--- config.mk ---
export PLATFORM = sky130hd
export DESIGN_NAME = intvec_rx
export DESIGN_NICKNAME = d
export VERILOG_FILES = /design/src/rtl/intvec_rx_pkg.sv /design/src/rtl/ivr_sample.sv /design/src/rtl/ivr_pick.sv /design/src/rtl/ivr_record.sv /design/src/rtl/intvec_rx.sv
export SDC_FILE = /design/constraint.sdc
export NUM_CORES = 1
export LEC_CHECK = 0
export ABC_AREA = 1
export CORE_AREA = 2 2 87 89
export DETAILED_ROUTE_END_ITERATION = 8
export DIE_AREA = 0 0 89 91
export DONT_BUFFER_PORTS = 1
export GPL_ROUTABILITY_DRIVEN = 0
export PLACE_DENSITY = 0.52
export SLEW_MARGIN = 20
export SYNTH_ARGS = -nofsm -noshare
export SYNTH_HDL_FRONTEND = slang
export SYNTH_SLANG_ARGS = --single-unit
--- constraint.sdc ---
create_clock -name clk -period 3.1 [get_ports clk]
set_clock_uncertainty 0.05 [all_clocks]
set_input_delay 0.775 -clock clk [delete_from_list [all_inputs] [get_ports clk]]
set_output_delay 0.775 -clock clk [all_outputs]
set_load 0.1 [all_outputs]
--- src/rtl/intvec_rx_pkg.sv ---
package intvec_rx_pkg;
  localparam int VEC_W = 6;
  localparam logic [4:0] REC_TAG = 5'h1F;

  typedef struct packed {
    logic             ok;
    logic [VEC_W-1:0] vec;
  } map_ent_t;

  function automatic map_ent_t line_map(input int idx);
    map_ent_t e;
    e = '0;
    case (idx)
      1:  e = '{ok: 1'b1, vec: 6'h29};
      4:  e = '{ok: 1'b1, vec: 6'h2B};
      6:  e = '{ok: 1'b1, vec: 6'h27};
      7:  e = '{ok: 1'b1, vec: 6'h22};
      12: e = '{ok: 1'b1, vec: 6'h2A};
      default: e = '0;
    endcase
    return e;
  endfunction
endpackage

--- src/rtl/ivr_sample.sv ---
module ivr_sample #(
  parameter int N_LINES = 16
) (
  input  logic               clk,
  input  logic               rst_ni,
  input  logic [N_LINES-1:0] lines_i,
  output logic [N_LINES-1:0] src_q_o
);
  logic [N_LINES-1:0] src_d;

  always_comb src_d = lines_i;

  always_ff @(posedge clk or negedge rst_ni) begin
    if (!rst_ni) src_q_o <= '0;
    else         src_q_o <= src_d;
  end
endmodule

--- src/rtl/ivr_pick.sv ---
module ivr_pick
  import intvec_rx_pkg::*;
#(
  parameter int N_LINES = 16,
  localparam int IDX_W = (N_LINES > 1) ? $clog2(N_LINES) : 1
) (
  input  logic [N_LINES-1:0] cand_i,
  output logic [N_LINES-1:0] mapped_o,
  output logic               hit_o,
  output logic [IDX_W-1:0]   idx_o,
  output logic [VEC_W-1:0]   vec_o
);
  logic [VEC_W-1:0] vec_tab [N_LINES];

  for (genvar g = 0; g < N_LINES; g++) begin : g_map
    localparam map_ent_t ENT = line_map(g);
    assign mapped_o[g] = ENT.ok;
    assign vec_tab[g]  = ENT.vec;
  end

  always_comb begin
    hit_o = 1'b0;
    idx_o = '0;
    vec_o = '0;
    for (int i = N_LINES - 1; i >= 0; i--) begin
      if (cand_i[i] && mapped_o[i]) begin
        hit_o = 1'b1;
        idx_o = IDX_W'(i);
        vec_o = vec_tab[i];
      end
    end
  end

  // the chosen line is a mapped candidate, and no lower one is
  always_comb begin
    if (hit_o) begin
      a_r8_pick_lowest: assert (cand_i[idx_o] && mapped_o[idx_o] &&
        ((cand_i & mapped_o & ((N_LINES'(1) << idx_o) - N_LINES'(1))) == '0));
    end
  end
endmodule

--- src/rtl/ivr_record.sv ---
module ivr_record
  import intvec_rx_pkg::*;
#(
  parameter int WORD_W = 64,
  localparam int PAD_W = WORD_W - VEC_W - 5
) (
  input  logic              clk,
  input  logic              rst_ni,
  input  logic              load_i,
  input  logic [VEC_W-1:0]  vec_i,
  output logic [WORD_W-1:0] w0_o,
  output logic [WORD_W-1:0] w1_o,
  output logic [WORD_W-1:0] w2_o
);
  logic [WORD_W-1:0] w0_d, w1_d, w2_d;

  always_comb begin
    w0_d = w0_o;
    w1_d = w1_o;
    w2_d = w2_o;
    if (load_i) begin
      w0_d = {{PAD_W{1'b0}}, REC_TAG, vec_i};
      w1_d = '0;
      w2_d = '0;
    end
  end

  always_ff @(posedge clk or negedge rst_ni) begin
    if (!rst_ni) begin
      w0_o <= '0;
      w1_o <= '0;
      w2_o <= '0;
    end else begin
      w0_o <= w0_d;
      w1_o <= w1_d;
      w2_o <= w2_d;
    end
  end
endmodule

--- src/rtl/intvec_rx.sv ---
module intvec_rx
  import intvec_rx_pkg::*;
#(
  parameter int N_LINES = 16,
  parameter int WORD_W = 64,
  parameter int TRAP_W = 9,
  parameter logic [TRAP_W-1:0] TRAP_VEC = 9'h060,
  localparam int IDX_W = (N_LINES > 1) ? $clog2(N_LINES) : 1
) (
  input  logic               clk,
  input  logic               rst_n,
  input  logic [N_LINES-1:0] lines_i,
  input  logic               ack_i,
  output logic               busy_o,
  output logic               irq_o,
  output logic               wake_o,
  output logic [TRAP_W-1:0]  trap_o,
  output logic [WORD_W-1:0]  rec_w0_o,
  output logic [WORD_W-1:0]  rec_w1_o,
  output logic [WORD_W-1:0]  rec_w2_o
);
  // reset: asserted asynchronously, released after two edges
  logic [1:0] rst_pipe;
  logic       rst_ni;
  always_ff @(posedge clk or negedge rst_n) begin
    if (!rst_n) rst_pipe <= '0;
    else        rst_pipe <= {rst_pipe[0], 1'b1};
  end
  assign rst_ni = rst_pipe[1];

  logic [N_LINES-1:0] src_q, mapped, mask_q, mask_d, cand;
  logic               hit;
  logic [IDX_W-1:0]   pick_idx, owner_q, owner_d;
  logic [VEC_W-1:0]   pick_vec;
  logic               busy_q, busy_d, wake_d, start, clr, owner_lvl;
  logic [TRAP_W-1:0]  trap_d;

  ivr_sample #(.N_LINES(N_LINES)) u_sample (
    .clk(clk), .rst_ni(rst_ni), .lines_i(lines_i), .src_q_o(src_q)
  );

  assign cand = src_q & ~mask_q;

  ivr_pick #(.N_LINES(N_LINES)) u_pick (
    .cand_i(cand), .mapped_o(mapped), .hit_o(hit), .idx_o(pick_idx), .vec_o(pick_vec)
  );

  assign owner_lvl = src_q[owner_q];

  always_comb begin
    start   = !busy_q && hit;
    clr     = busy_q && (ack_i || !owner_lvl);
    busy_d  = busy_q;
    owner_d = owner_q;
    trap_d  = trap_o;
    wake_d  = start;
    if (start) begin
      busy_d  = 1'b1;
      owner_d = pick_idx;
      trap_d  = TRAP_VEC;
    end else if (clr) begin
      busy_d = 1'b0;
      trap_d = '0;
    end
    for (int i = 0; i < N_LINES; i++) begin
      mask_d[i] = src_q[i] &&
                  (mask_q[i] || (ack_i && busy_q && (owner_q == IDX_W'(i))));
    end
  end

  always_ff @(posedge clk or negedge rst_ni) begin
    if (!rst_ni) begin
      busy_q  <= 1'b0;
      owner_q <= '0;
      mask_q  <= '0;
      wake_o  <= 1'b0;
      trap_o  <= '0;
    end else begin
      busy_q  <= busy_d;
      owner_q <= owner_d;
      mask_q  <= mask_d;
      wake_o  <= wake_d;
      trap_o  <= trap_d;
    end
  end

  assign busy_o = busy_q;
  assign irq_o  = busy_q;

  ivr_record #(.WORD_W(WORD_W)) u_rec (
    .clk(clk), .rst_ni(rst_ni), .load_i(start), .vec_i(pick_vec),
    .w0_o(rec_w0_o), .w1_o(rec_w1_o), .w2_o(rec_w2_o)
  );

  // the wake pulse comes together with busy and lasts one cycle
  a_r3_wake_single: assert property (@(posedge clk) disable iff (!rst_ni)
    wake_o |-> busy_o ##1 !wake_o);

  // record layout while busy
  a_r4_record_form: assert property (@(posedge clk) disable iff (!rst_ni)
    busy_o |-> (rec_w0_o[10:6] == 5'h1F && rec_w1_o == '0 && rec_w2_o == '0));

  // only table vectors are delivered
  a_r1_vec_in_table: assert property (@(posedge clk) disable iff (!rst_ni)
    busy_o |-> (rec_w0_o[5:0] inside {6'h29, 6'h2B, 6'h27, 6'h22, 6'h2A}));

  // a delivery stays put while its line is high and there is no ack
  a_r5_hold_busy: assert property (@(posedge clk) disable iff (!rst_ni)
    (busy_o && owner_lvl && !ack_i) |=> (busy_o && $stable(rec_w0_o)));

  // a drop of the owning line ends the delivery
  a_r6_drop_clears: assert property (@(posedge clk) disable iff (!rst_ni)
    (busy_o && !owner_lvl) |=> (!busy_o && !irq_o));

  // an ack ends the delivery
  a_r7_ack_clears: assert property (@(posedge clk) disable iff (!rst_ni)
    (busy_o && ack_i) |=> !busy_o);

  // trap index follows busy
  a_r9_trap_busy: assert property (@(posedge clk) disable iff (!rst_ni)
    (trap_o == TRAP_VEC) == busy_o);
endmodule

==> run_results.csv <==
group,metric,value,unit
clock_network,clockBufferDepth,2,
clock_network,numCtsBuffers,5,
setup_path,slowest_delay,820,ps
clock_network,htreeDepth,2,
clock_network,clock_latency,290,ps
grt,grt_pass1_wl,5160,um
floorplanning,start_util,0.397,
layout,ff_latch_area,858,um^2
placed_design,placedInstanceArea,2230,um^2
grt,grt_use_total,0.0818,
layout,final_area,2330,um^2
setup_path,critPathKind,"flip-flop to output pin",
drt,drt_iter0_drc,55,
setup_path,crit_family,"flip-flops",
timing,maxSlewHeadroom,0.370,
drt,dr_total_vias,1407,
logic_synthesis,seq_area_frac_synth,0.300,
placed_design,port_buffers,0,
floorplanning,dieHeight,91,um
layout,syn_to_final_growth,-17.9,%
setup_path,worst-path-buf-inv,1,
logic_synthesis,syn-mean-instance-area,8.24,um^2
logic_synthesis,yosys.area.top_type,"buf_4",
logic_synthesis,synth_top_area_frac,0.522,
clock_network,hold_buffers,0,
grt,grt_pass1_vias,1036,
timing,finalCritPeriodShare,0.756,
clock_network,cts_resized,0,
grt,grt-ovfl-total,0,
grt,antenna_found_initial,0,
setup_path,cp_data_arrival_time,1520,ps
clock_network,cts_setup_buffers,0,
floorplanning,ios,223,
setup_path,reg2reg_depth,5,
clock_network,cts_tree,"yes",
power,leakagePower,1.36,nW
logic_synthesis,ys_types,21,
timing,rsz0062_at_grt,"false",
layout,diodes,0,
setup_path,crit_fanout,4,
placed_design,place_ws,1060,ps
logic_synthesis,synth_seq_cells,34,
setup_path,cp_slowest_cell,"dfrtp_4",
floorplanning,die_x,89,um
power,irDropWorstVdd,0.334,mV
timing,final_max_slew_viol_count,0,
timing,setup_ws,757,ps
drt,ant_nets,0,
min_path,min-delay-path-class,"primary input to asynchronous set/reset pin",
logic_synthesis,synth.area.top_cells,"buf_4 (52%), dfrtp_1 (30%), nand2_1 (8.1%)",
floorplanning,rows,31,
flow_run,drv_cap,0,
grt,grt_max_degree,21,
setup_path,endpoint_kind,"output pin",
outcome,status,"finished, final reports clean",
drt,viasPerCell,3.17,
layout,multi_input_area,1140,um^2
clock_network,cts_root_buf,"clkbuf_8",
setup_path,path_depth,1,
power,power_density,1170,nW/um^2
layout,drive_above_1_share,0.0725,
logic_synthesis,syn_inst,344,
drt,remaining_drc_errors,0,
layout,nets,363,
clock_network,cts.sinks,34,
layout,layout_commonest_cell,"conb_1",
layout,fin_cells,444,
setup_path,timing.reg2reg.setup_slack,1260,ps
drt,wl_per_cell,8.16,um
timing,setup_viol,0,
timing,finalHoldViolations,0,
placed_design,dp.cells,436,
setup_path,crit_chain,"buf_12",
timing,fin_tns_setup,0,ps
setup_path,cp.required,2270,ps
layout,utilization,0.326,
timing,min_period,2340,ps
placed_design,dp_hpwl,2970,um
floorplanning,dieArea,8100,um^2
clock_network,path_clk_slew,70,ps
layout,final_cell_mix,"conb_1 (190), nand2_1 (61), dfrtp_1 (32)",
drt,drtPass1Iterations,4,
drt,wirelength,3620,um
setup_path,crit_path_start_kind,"flip-flop",
logic_synthesis,yosysWarnings,0,
logic_synthesis,synth_area,2830,um^2
layout,num-fill-cells,762,
timing,tightest_slew,944,ps
timing,max_freq,427,MHz
floorplanning,core,7140,um^2
-- final timing paths --
| kind | startpoint | endpoint |
|---|---|---|
| min reg2reg | rst_pipe[1]$_DFF_PN0_ | u_sample.src_q_o[3]$_DFF_PN0_ |
| max in group asynchronous | rst_pipe[1]$_DFF_PN0_ | u_rec.w0_o[6]$_DFFE_PN0P_ |
| max | u_rec.w0_o[6]$_DFFE_PN0P_ | rec_w0_o[10] |
| max reg2reg | owner_q[2]$_DFFE_PN0P_ | mask_q[7]$_DFF_PN0_ |
| min | rst_n | rst_pipe[0]$_DFF_PN0_ |
| min in group clk | rst_pipe[0]$_DFF_PN0_ | rst_pipe[1]$_DFF_PN0_ |
-- through the flow --
stage | hold slack (ps) | total power [mW]
floorplan | 281 | 2.50
global placement | 160 | 2.39
detailed placement | 176 | 2.40
CTS | 114 | 2.75
global route | 108 | 2.85
finish | 129 | 2.72
-- state kept, by name, summed over array words and instances, names as in the netlist --
register          flops
u_sample.src_q_o     16
mask_q                5
u_rec.w0_o            5
owner_q               4
rst_pipe              2
trap_o                1
wake_o                1
-- cells in the mapped netlist (all sizes together) --
cell / n
o21ai: 7
nand2: 65
dfrtp: 34
nor2: 8
buf: 199
a21oi: 2
o31ai: 1
nand4: 2
inv: 13
or2: 2
a21boi: 2
nand3: 7
conb: 2
-- cells by family after synthesis --
family	after synthesis	synth area share
buffers and inverters	212	0.546
and+or+nand+nor	84	0.122
DFF	34	0.300
AOI/OAI and AO/OA	12	0.0291
other	2	0.00265
-- power breakdown --
part           switching [mW]  internal [mW]
Clock                   0.160          0.178
Sequential              0.433          0.511
Combinational            1.31          0.136
Total                    1.90          0.825
-- routing by layer --
| layer | vias to the layer above | GRT usage | part of all wire | routed length [um] |
|---|---|---|---|---|
| li1 | 656 | - | - | - |
| met1 | 626 | 0.0994 | 0.34 | 1220 |
| met2 | 117 | 0.134 | 0.53 | 1920 |
| met3 | 8 | 0.0245 | 0.12 | 426 |
| met4 | 0 | 0.0311 | 0.014 | 51 |
| met5 | - | 0 | 0 | 0 |
-- area by class of cell --
type	instances	share of cell area
Clock buffer	6	0.0355
Timing Repair Buffer	4	0.0237
Sequential cell	34	0.369
Multi-Input combinational cell	286	0.491
Clock inverter	2	0.00538
Inverter	13	0.0221
Tap cell	99	0.0533
(Power assumes the default switching activity.)
